[src/rtl/burst_planner_pkg.sv]
package burst_planner_pkg;

    typedef enum logic [1:0] {
        S_IDLE,
        S_WAIT_LEVEL,
        S_REQUEST,
        S_BURSTING
    } plan_state_t;

    typedef enum logic [2:0] {
        KIND_INCR  = 3'b001,
        KIND_INCR4 = 3'b011,
        KIND_INCR8 = 3'b101
    } burst_kind_t;

endpackage

[src/rtl/burst_limit_min.sv]
module burst_limit_min #(
    parameter int ADDR_W = 32,
    parameter int CNT_W  = 16,
    parameter int LEN_W  = 8
) (
    input  logic [ADDR_W-1:0] cur_addr,
    input  logic [CNT_W-1:0]  blk_left,
    input  logic [CNT_W-1:0]  desc_left,
    input  logic              adma_en,
    input  logic [LEN_W-1:0]  wml,
    input  logic [LEN_W-1:0]  cfg_burst,
    output logic [CNT_W-1:0]  limit
);
    localparam int NLIM = 5;
    localparam int KB_W = 11;

    logic [KB_W-1:0]  kb_bytes;
    logic [CNT_W-1:0] cand [NLIM];

    // Bytes left before the next 1 KB line, range 4..1024
    assign kb_bytes = 11'd1024 - {1'b0, cur_addr[9:0]};

    assign cand[0] = CNT_W'(cfg_burst);
    assign cand[1] = CNT_W'(wml);
    assign cand[2] = blk_left;
    assign cand[3] = CNT_W'(kb_bytes >> 2);
    assign cand[4] = adma_en ? desc_left : {CNT_W{1'b1}};

    always_comb begin
        limit = cand[0];
        for (int i = 1; i < NLIM; i++) begin
            if (cand[i] < limit) limit = cand[i];
        end
    end
endmodule

[src/rtl/burst_kind_sel.sv]
module burst_kind_sel
    import burst_planner_pkg::*;
#(
    parameter int CNT_W = 16
) (
    input  logic [CNT_W-1:0] len,
    output burst_kind_t      kind
);
    always_comb begin
        unique case (len)
            CNT_W'(4): kind = KIND_INCR4;
            CNT_W'(8): kind = KIND_INCR8;
            default:   kind = KIND_INCR;
        endcase
    end
endmodule

[src/rtl/burst_planner.sv]
module burst_planner
    import burst_planner_pkg::*;
#(
    parameter int ADDR_W = 32,
    parameter int CNT_W  = 16,
    parameter int LEN_W  = 8
) (
    input  logic              clk,
    input  logic              rst_n,
    input  logic              xfer_start,
    input  logic [ADDR_W-1:0] start_addr,
    input  logic [CNT_W-1:0]  blk_words,
    input  logic [CNT_W-1:0]  desc_words,
    input  logic              adma_en,
    input  logic              dir_write,
    input  logic [CNT_W-1:0]  fill_words,
    input  logic [CNT_W-1:0]  free_words,
    input  logic [LEN_W-1:0]  wml,
    input  logic [LEN_W-1:0]  cfg_burst,
    input  logic              req_ready,
    input  logic              burst_done,
    output logic              req_valid,
    output logic [ADDR_W-1:0] req_addr,
    output logic [CNT_W-1:0]  req_len,
    output logic [2:0]        req_kind
);
    plan_state_t      state, state_nx;
    logic [ADDR_W-1:0] addr_q;
    logic [CNT_W-1:0]  blk_q, desc_q, len_q;
    logic [CNT_W-1:0]  limit, level;
    burst_kind_t       kind_q, kind_c;
    logic              level_ok;

    burst_limit_min #(.ADDR_W(ADDR_W), .CNT_W(CNT_W), .LEN_W(LEN_W)) i_limit (
        .cur_addr (addr_q),
        .blk_left (blk_q),
        .desc_left(desc_q),
        .adma_en  (adma_en),
        .wml      (wml),
        .cfg_burst(cfg_burst),
        .limit    (limit)
    );

    burst_kind_sel #(.CNT_W(CNT_W)) i_kind (
        .len (limit),
        .kind(kind_c)
    );

    assign level    = dir_write ? free_words : fill_words;
    assign level_ok = level > CNT_W'(wml);

    always_comb begin
        state_nx = state;
        unique case (state)
            S_IDLE:       if (xfer_start) state_nx = S_WAIT_LEVEL;
            S_WAIT_LEVEL: begin
                if (blk_q == '0)                        state_nx = S_IDLE;
                else if (level_ok && (limit != '0))     state_nx = S_REQUEST;
            end
            S_REQUEST:    if (req_ready)  state_nx = S_BURSTING;
            S_BURSTING:   if (burst_done) state_nx = S_WAIT_LEVEL;
            default:      state_nx = S_IDLE;
        endcase
    end

    always_ff @(posedge clk) begin
        if (!rst_n) state <= S_IDLE;
        else        state <= state_nx;
    end

    always_ff @(posedge clk) begin
        if (!rst_n) begin
            addr_q <= '0;
            blk_q  <= '0;
            desc_q <= '0;
            len_q  <= '0;
            kind_q <= KIND_INCR;
        end else begin
            unique case (state)
                S_IDLE: if (xfer_start) begin
                    addr_q <= start_addr;
                    blk_q  <= blk_words;
                    desc_q <= desc_words;
                end
                S_WAIT_LEVEL: if (state_nx == S_REQUEST) begin
                    len_q  <= limit;
                    kind_q <= kind_c;
                end
                S_BURSTING: if (burst_done) begin
                    addr_q <= addr_q + (ADDR_W'(len_q) << 2);
                    blk_q  <= blk_q - len_q;
                    if (adma_en) desc_q <= desc_q - len_q;
                end
                default: ;
            endcase
        end
    end

    always_comb begin
        req_valid = (state == S_REQUEST);
        req_addr  = req_valid ? addr_q : '0;
        req_len   = req_valid ? len_q  : '0;
        req_kind  = req_valid ? kind_q : KIND_INCR;
    end
endmodule

[config.mk]
export PLATFORM = sky130hd
export DESIGN_NAME = burst_planner
export DESIGN_NICKNAME = d
export VERILOG_FILES = /design/src/rtl/burst_planner_pkg.sv /design/src/rtl/burst_limit_min.sv /design/src/rtl/burst_kind_sel.sv /design/src/rtl/burst_planner.sv
export SDC_FILE = /design/constraint.sdc
export NUM_CORES = 1
export LEC_CHECK = 0
export CAP_MARGIN = 20
export CORE_MARGIN = 2
export CORE_UTILIZATION = 53
export DETAILED_ROUTE_END_ITERATION = 12
export GPL_TIMING_DRIVEN = 0
export PLACE_DENSITY_LB_ADDON = 0.08
export SYNTH_ARGS = -nofsm -noshare
export SYNTH_HDL_FRONTEND = slang
export SYNTH_SLANG_ARGS = --single-unit
[constraint.sdc]
create_clock -name clk -period 9.7 [get_ports clk]
set_input_delay 0.97 -clock clk [delete_from_list [all_inputs] [get_ports clk]]
set_output_delay 0.97 -clock clk [all_outputs]
set_load 0.005 [all_outputs]
# Word-level counts from Yosys, hierarchy flattened
# Index checks and enable logic that the tools add are counted.
dict set report totals {
  ff_bits 85
  out_inout_bits 52
}
dict set report classes {
  add_sub_neg 4
  magnitude_cmp 5
  eq_ne 9
  muxes 26
  reduce_logical 8
}
# op count
set ops {}
lappend ops {{16-bit 2-to-1 mux} 11}
lappend ops {{32-bit 2-to-1 mux} 3}
lappend ops {{16-bit case mux with 2 select lines} 2}
lappend ops {{32-bit case mux with 2 select lines} 1}
lappend ops {{32-bit by 18-bit adder with 32-bit output} 1}
lappend ops {{16-bit < comparator} 2}
lappend ops {{16-bit subtractor} 2}
lappend ops {{16-bit by 3-bit equality test with 1-bit output, second input constant} 1}
lappend ops {{16-bit by 4-bit equality test with 1-bit output, second input constant} 1}
lappend ops {{16-bit by 8-bit > comparator with 1-bit output} 1}
lappend ops {{16-bit logical NOT} 1}
lappend ops {{9-bit by 16-bit < comparator with 1-bit output} 1}
lappend ops {{16-bit nonzero test} 1}
lappend ops {{11-bit by 10-bit subtractor with 11-bit output, first input constant} 1}
lappend ops {{2-bit 2-to-1 mux} 5}
lappend ops {{8-bit < comparator} 1}
lappend ops {{8-bit 2-to-1 mux} 1}
lappend ops {{2-bit case mux with 4 select lines} 1}
lappend ops {{2-bit equality test, second input constant} 3}
lappend ops {{2-bit != test, second input constant} 3}
lappend ops {{3-bit case mux with 2 select lines} 1}
lappend ops {{4-bit AND reduction} 1}
lappend ops {{3-bit 2-to-1 mux} 1}
lappend ops {{3-bit AND reduction} 1}
lappend ops {{other kinds (5)} 5}

# Depth between registers and ports, before layout
# Gate-level depths: netlist of the first run.
dict set report logic_depth {
  word_depth 15
  mapped_depth 36
  mapped_depth_nobuf 33
}

# Modules after synthesis
# A second synthesis of the first run with hierarchy kept.
dict set report unflattened {
  hier_cells 1174
  area_unflattened_um2 8984.9
}
# mod instances cells_per_inst area_each_um2 seq_area_each_um2
set by_module_without_submodules {}
lappend by_module_without_submodules {burst_planner 1 916 6994.2 1701.6}
lappend by_module_without_submodules {burst_limit_min 1 249 1920.6 0.0}
lappend by_module_without_submodules {burst_kind_sel 1 9 70.1 0.0}

# Worst setup path before layout of the first run
# No wires, ideal clock.
dict set report synth_timing {
  kind {input to register}
  from {in cfg_burst[7]}
  to {reg len_q[7]}
  setup_time_ps 132
  arrival_time_ps 7594
  t_required_ps 9568
  path_slack_ps 1974
  path_stages 32
  n_path_buf 3
  cell_sequence {inv_1 -> ha_1 -> nand4_1 -> o31ai_4 -> clkbuf_1 -> nor2_1 -> a21oi_1 -> ha_1 -> and4_1 -> o2bb2ai_1 -> nor3_1 -> o21ai_2 -> clkbuf_1 -> nand2_1 -> o21a_1 -> inv_1 -> ha_1 -> a21o_1 -> a21oi_1 -> o21ai_0 -> a311o_1 -> o311ai_4 -> nand2_1 -> ha_1 -> nand4_1 -> or3_1 -> or4_1 -> a41o_1 -> nand4_1 -> nand3_4 -> buf_6 -> mux2i_1}
}
dict set report synth_via {
  elab_chain_len 15
}
# element line_no
set synth_lines {}
lappend synth_lines {{from (decl)} burst_planner.sv:19} ;# input logic [LEN_W-1:0] cfg_burst,
lappend synth_lines {{8-bit < comparator} burst_limit_min.sv:32} ;# if (cand[i] < limit) limit = cand[i];
lappend synth_lines {{8-bit 2-to-1 mux (*)} burst_limit_min.sv:32}
lappend synth_lines {{16-bit < comparator} burst_limit_min.sv:32}
lappend synth_lines {{16-bit 2-to-1 mux (*)} burst_limit_min.sv:32}
lappend synth_lines {{9-bit by 16-bit < comparator with 1-bit output} burst_limit_min.sv:32}
lappend synth_lines {{16-bit 2-to-1 mux (*)} burst_limit_min.sv:32}
lappend synth_lines {{16-bit < comparator} burst_limit_min.sv:32}
lappend synth_lines {{16-bit 2-to-1 mux (*)} burst_limit_min.sv:32}
lappend synth_lines {{16-bit nonzero test} burst_planner.sv:58} ;# else if (level_ok && (limit != '0)) state_nx = S_REQUEST;
lappend synth_lines {{1-bit logical AND} burst_planner.sv:58}
lappend synth_lines {{2-bit 2-to-1 mux} burst_planner.sv:58}
lappend synth_lines {{2-bit 2-to-1 mux} burst_planner.sv:57} ;# if (blk_q == '0) state_nx = S_IDLE;
lappend synth_lines {{2-bit case mux with 4 select lines} burst_planner.sv:54} ;# unique case (state)
lappend synth_lines {{2-bit equality test} burst_planner.sv:85} ;# S_WAIT_LEVEL: if (state_nx == S_REQUEST) begin
lappend synth_lines {{2-bit AND reduction (no source line)} n/a}
lappend synth_lines {{to (signal assigned)} burst_planner.sv:86} ;# len_q <= limit;
lappend synth_lines {{to (decl)} burst_planner.sv:29} ;# logic [CNT_W-1:0] blk_q, desc_q, len_q;
# Mark *: on every way between the ends. The rest lies on a longest branch, timed or not.
# A chain may end at the register's enable or synchronous reset.

# Worst setup path in the final report of the first run
dict set report layout_timing {
  from {in cfg_burst[7]}
  to {reg len_q[6]}
}
# Same word-level chain as after synthesis.

==> results.md, run 1 <==
- Cells fill between 60% and 70% of the core in the end.
- Based on the critical path, the design can be clocked at up to 0.109 GHz.
- The mapped netlist covers between 8000 and 9000 um2.
- The final weighted congestion in routability-driven placement is 0.956.
- The clock input transition at the sequential cells of the worst setup and hold paths is roughly 70 ps.
- The number of setup violations in the final report is 0.
- The largest total area in the synthesized netlist belongs to dfxtp_1.
- The post-synthesis async set-or-reset flop share is 0%.
- The stage delay of the slowest cell on the critical path is about 670 ps.
- In the final routed layout, each cell accounts on average for roughly 20 um.
- With fillers left out, the area of the finished cells amounts to between 10,000 and 15,000 um2.
- In the routed design, unresolved DRC markers number 0.
- The number of endpoints with negative hold slack in the final report is 0.
- The area of the placeable core is roughly 15,000 um2.
- Data arrives at the worst endpoint at around 9300 ps.
- The startpoint type of the worst setup path is an input port.
- The floorplan die width is approximately 130 um.
- After clock tree synthesis, the setup repair step added 0 buffers.
- Entering global routing, the biggest net connects 17 pins.
- The run finished with clean final reports.
- The critical path is of the input port to flop type.
- The initial antenna violation count came to 1.
- The worst-case IR drop observed on VDD is between 0.1 and 0.15 mV.
- The H-tree was split into 3 levels.
- The tightest slew margin relative to the limit is about 43%.
- Synthesis produced a netlist whose cell count is ~1.1k.
- The share of the Yosys chip area taken by registers is about a fifth.
- The boundary pin count is 171.
- For this configuration, the core starts out at a cell density of between 50% and 60%.
- The highest routed metal layer is met4.
- The layout net count is ~1.5k.
- Buffers inserted during clock tree synthesis total 9.
- For the final database, setup skew stands at around 9.0 ps.
- The top cell type by area accounts for 20.6% of the synthesized area.
- In this run, distinct cell masters in the synthesized netlist total 74.
- The max-slew violation count is 0.
- The via count of the first global-routing pass is ~8.5k.
- The routed design uses a little under 3000 um of met3 wire.
- The time the final worst path needs with I/O delays and setup is just over 9000 ps.
- After clock tree synthesis, the repair step resized 0 gates.
- The period utilization is roughly 94%.
- The total cell area at the placement stage is just over 10,000 um2.
- The count of buffers from port buffering is about 170.
- The number of iterations in the first detailed-routing pass is 6.
- The average footprint of a synthesized cell is approximately 7.5 um2.
- The first-iteration detailed-routing DRC count is 785.
- The sequential cells in the finished layout cover a total of 1680 um2.
- The maximum buffer depth of the clock tree is 2.
- The per-cell via count in the routed design is around 6.1.
- The count of hold buffers inserted by post-cts repair is 0.
- In this run the clock root is driven by a clkbuf_16.
- The TritonCTS clock tree is yes.
- The synthesized design contains 84 register bits.
- In this run the worst path has a maximum fanout of 10.
- The number of clock sinks is 84.
- The first global-routing pass estimated 45,300 um of wire.
- The total negative setup slack is 0 ps.
- 0 antenna diodes ended up in the layout.
- The total die area is between 15,000 and 20,000 um2.
- By area the synthesized netlist is led by dfxtp_1 21%, ha_1 14%, nand2_1 5.2%, and2_1 4.5%, o21ai_0 4.4%.
- The wire length on met2 is around 13,000 um.
- The signed area change from the synthesized netlist to the final layout is 27.8%.
- The fill cell total of the finished layout is roughly 1.3k.
- Clock latency on the worst-skew pair, taken at its later pin, is between 300 and 400 ps.
- The aggregate global routing overflow is 0.
- The number of cells in the finished layout apart from fillers is 1,463.
- The cell count after placement is between 1k and 1.5k.
- The floorplan die height is between 100 and 150 um.
- Setup repair after global routing left no endpoint under its margin.
- In the synthesized netlist the dominant register cell turns out to be dfxtp_1.
- The data required time at the worst endpoint is roughly 9900 ps.
- The path class of the tightest hold or removal check is flop to flop.
- Final hold analysis gives a worst-case slack of 461 ps.
- The final HPWL from detailed placement is roughly 24,000 um.
- The area taken by multi-input logic gates is 6020 um2.
- The synthesized design contains 0 enable-type register cells.
- For this design the static power due to leakage is roughly 0.0044 uW.
- The transition time at the pin with the least slew margin is ~850 ps.
- The routed design has around 30,000 um of wire.
- The wire length on met1 is between 10,000 and 15,000 um.
- On the critical path, the stage with the largest delay is an instance of o311ai_0.
- The critical path endpoint category is a flop.
- The global-route usage over all layers is a little over a third.
- In this run the remaining antenna-violating nets after routing total 0.
- After floorplanning, the core was divided into between 40 and 50 placement rows.
- The count of maximum capacitance violations is 0.
- The total number of vias is roughly 9.0k.
- The total of warnings raised by yosys is 0.
- The ratio of total power to cell area is between 100 and 150 nW/um2.
- By instance count, the cell type seen most on the critical path is ha_1.
- The layout cell share with drive strength beyond 1 is about 3.6%.
==> cells by family (layout without fill, tap and decap cells) <==
group	count (synthesis)	after routing	share of synthesized area (%)
multiplexers	38	38	4.81
other	1	9	0.0460
XOR/XNOR	33	33	3.55
buffers and inverters	122	305	5.76
AO/OA/AOI/OAI	297	297	24.9
flip-flops	84	84	20.6
AND/OR/NAND/NOR	413	413	25.4
adder cells (fa/ha/maj)	96	96	14.9
==> worst paths after layout <==
check	start	endpoint	slack [ps]	depth (start not counted)
setup / recovery	cfg_burst[7]	len_q[6]	560	34
hold reg to reg	kind_q[2]	kind_q[2]	460	2
setup reg to reg	blk_q[0]	len_q[6]	2950	26
hold / removal	kind_q[2]	kind_q[2]	460	2
==> cell usage in the layout, fill, tap and decap left out, types with 12 or more instances in the layout <==
cell,n
nor2b_1,14
nand3_1,26
xor2_1,14
o21ai_0,71
nor3_1,20
o21a_1,15
dfxtp_1,84
a31oi_1,12
a21o_1,19
a311oi_1,25
nor2_1,89
a211oi_1,15
clkbuf_1,52
inv_1,67
clkdlybuf4s50_1,167
a21oi_1,67
nand2_1,113
nand4_1,16
nor4_1,15
nand2b_1,19
and3_1,12
ha_1,88
mux2i_1,29
and2_1,58
xnor2_1,19
==> metrics by stage <==
step | power, uW | worst slack (ps)
finish | 1540 | 558
global route | 1630 | 59.0
CTS | 1520 | 745
detailed placement | 1130 | 403
global placement | 1110 | 494
floorplan | 916 | 1970
==> critical path, delay by kind of cell <==
family / cells / cell delay, ps
AOI/OAI and AO/OA: 15 / 4110
adders and majority gates: 4 / 1200
and+or+nand+nor: 7 / 1070
muxes: 2 / 520
buffers and inverters: 6 / 1480
==> synthesized netlist by cell type (3+ instances only) <==
| master | n |
|---|---|
| fa_1 | 3 |
| nor3_1 | 20 |
| a41oi_1 | 3 |
| o31ai_1 | 3 |
| nor2b_1 | 14 |
| and4_1 | 4 |
| mux2_2 | 9 |
| o21a_1 | 15 |
| nand3_1 | 26 |
| xor2_1 | 14 |
| a311oi_1 | 25 |
| ha_1 | 88 |
| a21boi_0 | 7 |
| mux2i_1 | 29 |
| o21ai_0 | 71 |
| inv_1 | 67 |
| o21bai_1 | 3 |
| o311ai_0 | 9 |
| nor3b_1 | 3 |
| a22oi_1 | 3 |
| or3_1 | 5 |
| o311a_1 | 3 |
| and2_1 | 58 |
| a21o_1 | 19 |
| or4_1 | 3 |
| o211ai_1 | 7 |
| or2_2 | 7 |
| a211oi_1 | 15 |
| a31oi_1 | 12 |
| and3_1 | 12 |
| nor4_1 | 15 |
| maj3_1 | 5 |
| xnor2_1 | 19 |
| a21oi_1 | 67 |
| nand2_1 | 113 |
| a2111oi_0 | 4 |
| dfxtp_1 | 84 |
| nand4_1 | 16 |
| nor2_1 | 89 |
| nand2b_1 | 19 |
| clkbuf_1 | 52 |
| a211o_1 | 5 |
==> cell type report <==
class	count	share of cell area, %
plain buffers	55	2.09
clock buffers	9	2.16
clock inverters	7	0.997
inverters	67	2.42
multi-input cells	886	57.9
flip-flops and latches	84	16.2
well taps	188	2.26
repair buffers	167	16.1
==> state kept, by name, indices dropped and copies added (netlist names) <==
| signal | count |
|---|---|
| kind_q | 2 |
| state | 2 |
| desc_q | 16 |
| len_q | 16 |
| addr_q | 32 |
| blk_q | 16 |
==> power by group <==
part	total [uW]	leakage, uW	internal (uW)	switching [uW]
sequential	431	0.000693	382	48.8
combinational	714	0.00350	312	402
clock	395	0.000155	230	166
==> routing by layer <==
metal  up-vias  track usage (%)
met5         -                0
met4         0             15.6
met3        73             6.30
met2       441             58.8
met1      4144             46.1
li1       4295                -
No activity file was read; power rests on OpenSTA's default activity.
==> run 2, diff against run 1 <==
CORE_UTILIZATION = 54   (was 53)
SYNTH_HIERARCHICAL = 1   (was default)
==> run 2 against run 1 <==
Effect of this change:
- critical path depth increased by 11
- wire length rose by 13%
- die area grew 8.0%
- clock skew decreased by 4.3 ps
- clock-buffer cell count up 4
- sequential cell count grew 1
- hold slack worse by 1.6 ps
- core utilization rose by 2.5 points
- combinational power increased by 100%
- largest cell class unchanged
- highest routed layer unchanged
==> results.md, run 2 <==
- In the final routed layout, each cell accounts on average for 21.0 um.
- The end of the critical path is state[1].
- The startpoint type of the worst setup path is an input port.
- The final weighted congestion in routability-driven placement is around 0.98.
- The critical path's slowest cell is clkdlybuf4s50_1.
- The total number of vias is 10.0k.
- CTS placed an instance of clkbuf_16 at the clock tree root.
- The largest total area in the synthesized netlist belongs to dfxtp_1.
- The clock input transition at the sequential cells of the worst setup and hold paths is approximately 70 ps.
- Max-cap violations in this run came to 0.
- The number of antenna-violating nets in the routed design is 0.
- During I/O placement, the number of pins put on the boundary was roughly 170.
- The number of cells on the worst reg-to-reg path is 35.
- The first detailed-routing pass took 5 iterations.
- The number of setup violations in the final report is 0.
- The ratio of total power to cell area is between 150 and 200 nW/um2.
- The flip-flop count of the largest register, all copies and words added is 32.
- For the final database, setup skew stands at roughly 4.6 ps.
- The max-slew violation count is 0.
- The smallest clock period supported by the final layout is computed as approximately 9600 ps.
- The number of cells in the finished layout apart from fillers is 1,599.
- The main combinational cell family by area after synthesis is compound AO/OA/AOI/OAI gates.
- The leading cell type by number of instances after synthesis is nand2_1.
- Yosys mapped a number of flops with a built-in enable equal to 0.
- At the pin with the least slew margin, the transition time is slightly below 1000 ps.
- The most critical setup path has its startpoint at cfg_burst[2].
- The period utilization is a little over nine tenths.
- Counting instances in the post-synthesis netlist gives the leading cell types as 119 x nand2_1, 89 x ha_1, 85 x dfxtp_1.
- The number of endpoints with negative hold slack in the final report was 0.
- The DRC violation count after routing is 0.
- In the final layout, the share of cells above drive strength 1 is slightly above 10%.
- The worst min-delay path class is flop to flop.
- The global-route usage over all layers is 36.1%.
- The die covers 17,700 um2.
- The signed area change from the synthesized netlist to the final layout is 30.5%.
- Using the TritonRoute via totals, the vias-per-cell ratio works out to ~6.3.
- The area of the mapped netlist is between 8000 and 9000 um2.
- The number of clock sinks is 85.
- Setup slack on the worst reg-to-reg path comes out at slightly below 2000 ps.
- Leaving out fill and tap cells, the most frequent cells in the layout are 167 x clkdlybuf4s50_1, 116 x nand2_1, 87 x ha_1.
- The final HPWL from detailed placement is about 25,000 um.
- The fraction of synthesized cell area taken by the top area cell type is about a fifth.
- The count of hold buffers inserted by post-cts repair is 0.
- The antenna diode count is 0.
- The launch point of the worst reg-to-reg path is blk_q[13].
- The kind of critical path is input port to flop.
- The most used flip-flop cell after synthesis is dfxtp_1.
- The maximum buffer depth of the clock tree is 2.
- After detailed routing, the total wire length is between 30,000 and 40,000 um.
- The number of synthesized register bits is between 80 and 90.
- The complex-gate fraction of the synthesized area is 26.6%.
- The run finished with clean final reports.
- Including well taps, the total number of placed cells is 1,569.
- For this run, the share of the core covered by cells in the final layout is between 70 and 80%.
- The synthesized netlist devotes 13.2% of its cell area to adder and majority cells.
- The data required time at the worst endpoint is roughly 10000 ps.
- The count of buffers from port buffering is between 150 and 200.
- The later pin in the worst-skew pair is clocked with a latency of 360 ps.
- Ranked by total cell area, the synthesized netlist is headed by dfxtp_1 19%, ha_1 12%, nand2_1 5.0%, and2_1 4.3%, a21oi_1 4.2%.
- Counting every instance in the synthesized netlist gives around 1.2k.
- The cell leakage power is ~0.0046 uW.
- The largest voltage drop on the vdd net is roughly 0.14 mV.
- The initial antenna violation count came to 0.
- The worst setup path is captured at a flop.
- The area of the placeable core is between 15,000 and 20,000 um2.
- The floorplan die height is about 130 um.
- The most common cell after layout, fill and taps aside is clkdlybuf4s50_1.
- The post-synthesis share of cell area spent on xor and xnor gates is between 2 and 3%.
- After the first detailed-routing iteration, the DRC count stood at between 800 and 900.
- The TritonCTS clock tree is yes.
- The final design instance area without fill is around 12,000 um2.
- In this run the horizontal extent of the chip is around 130 um.
- The initialized floorplan defines 47 standard-cell rows.
- A synthesized cell averages 7.65 um2.
- For this run, the top clock speed supported by timing is about 0.10 GHz.
- Once the floorplan was initialized, standard cells occupied between 50% and 60% of the core.
- After synthesis, flip-flops and latches occupy a little under a fifth of the total area.
- Entering global routing, the biggest net connects 14 pins.
- Along the worst path, the maximum fanout reaches 10.
- The total negative setup slack is 0 ps.
- The first global-routing pass estimated 49,800 um of wire.
- The fill cell total of the finished layout is between 1k and 1.5k.
- The largest single stage delay on the critical path is between 500 and 600 ps.
- The tightest slew margin relative to the limit is about a third.
- The post-synthesis async set-or-reset flop share is 0%.
- The total cell area at the placement stage is between 10,000 and 15,000 um2.
- The post-synthesis mux area share is roughly 6.4%.
- The layout net count is 1,585.
- The aggregate global routing overflow is 0.
- The number of buffers created by CTS is 9.
- Data on the critical path arrives at its endpoint at between 9000 and 10,000 ps.
- The simple-gate portion of the synthesized area is a little over a quarter.
- The capturing point of the worst reg2reg path is state[1].
- The origin of the worst min-delay path is kind_q[2].
- The via count of the first global-routing pass is between 9k and 10k.
- For this run, the number of Yosys warnings is 6.
- The register bank with the most flops is addr_q.
- In this run the number of H-tree levels came out at 3.
- After synthesis, the netlist uses 94 different library cells.
run 2: changes by cell type after synthesis, moves of 9 or more:
cell and delta:
o21ai_0 -17, clkbuf_1 -14, nand2b_1 +13, o211ai_1 +13, nand3b_1 +11, a21oi_1 +9, a311oi_1 -9, nor2b_1 +9
xor2_1 -9
run 2: worst max-delay path: cells and delay by family:
family                     cells  cell delay [ps]
and+or+nand+nor               11             2200
AOI/OAI and AO/OA             16             2780
buffers and inverters         10             1930
muxes                          4             1000
adders and majority gates      4              900
run 2: through the flow:
stage	total power [uW]	worst slack (ps)	hold WS, ps
global placement	1720	-1110	445
global route	2430	-150	486
finish	2290	122	460
CTS	2130	35.7	459
floorplan	1390	694	430
detailed placement	1740	-1280	445
run 2: layout make-up:
cell class / instances / area (um2) / share of cell area (%)
Buffer: 58 / 323 / 2.75
Clock buffer: 13 / 270 / 2.30
Clock inverter: 3 / 42.5 / 0.363
Inverter: 59 / 225 / 1.92
Multi-Input combinational cell: 978 / 7070 / 60.3
Sequential cell: 85 / 1700 / 14.5
Tap cell: 220 / 275 / 2.35
Timing Repair Buffer: 183 / 1820 / 15.5
run 2: metal layers:
layer  wire (um)  global-route usage (%)
met1       13500                    45.9
met2       15100                    58.3
met3        2950                    4.75
met4        1980                    21.7
met5           0                       0
run 2: power by group:
part	internal (uW)	total, uW	switching [uW]
Combinational	628	1430	798
Sequential	406	492	85.8
Clock	221	375	154
Total	1250	2290	1040
run 2: kinds of logic (layout without fill, tap and decap cells):
group	count (synthesis)	in the layout
XOR/XNOR	26	26
AO/OA/AOI/OAI	338	338
multiplexers	55	55
flip-flops	85	85
other	2	9
adder cells (fa/ha/maj)	93	93
AND/OR/NAND/NOR	457	457
buffers and inverters	118	316
run 2: worst min-delay path by stage:
stage                      endpoint  cells after the start
after floorplan           kind_q[1]                      2
after global placement    kind_q[2]                      2
after detailed placement  kind_q[1]                      2
after CTS                 kind_q[2]                      2
after global routing      kind_q[1]                      2
final                     kind_q[2]                      2
run 2: repair_timing:
action                     CTS  global route
gates cloned                 0             2
gates resized for setup      6            60
setup endpoints to repair   21            21
pin swaps                    3             9
setup buffers                3            10
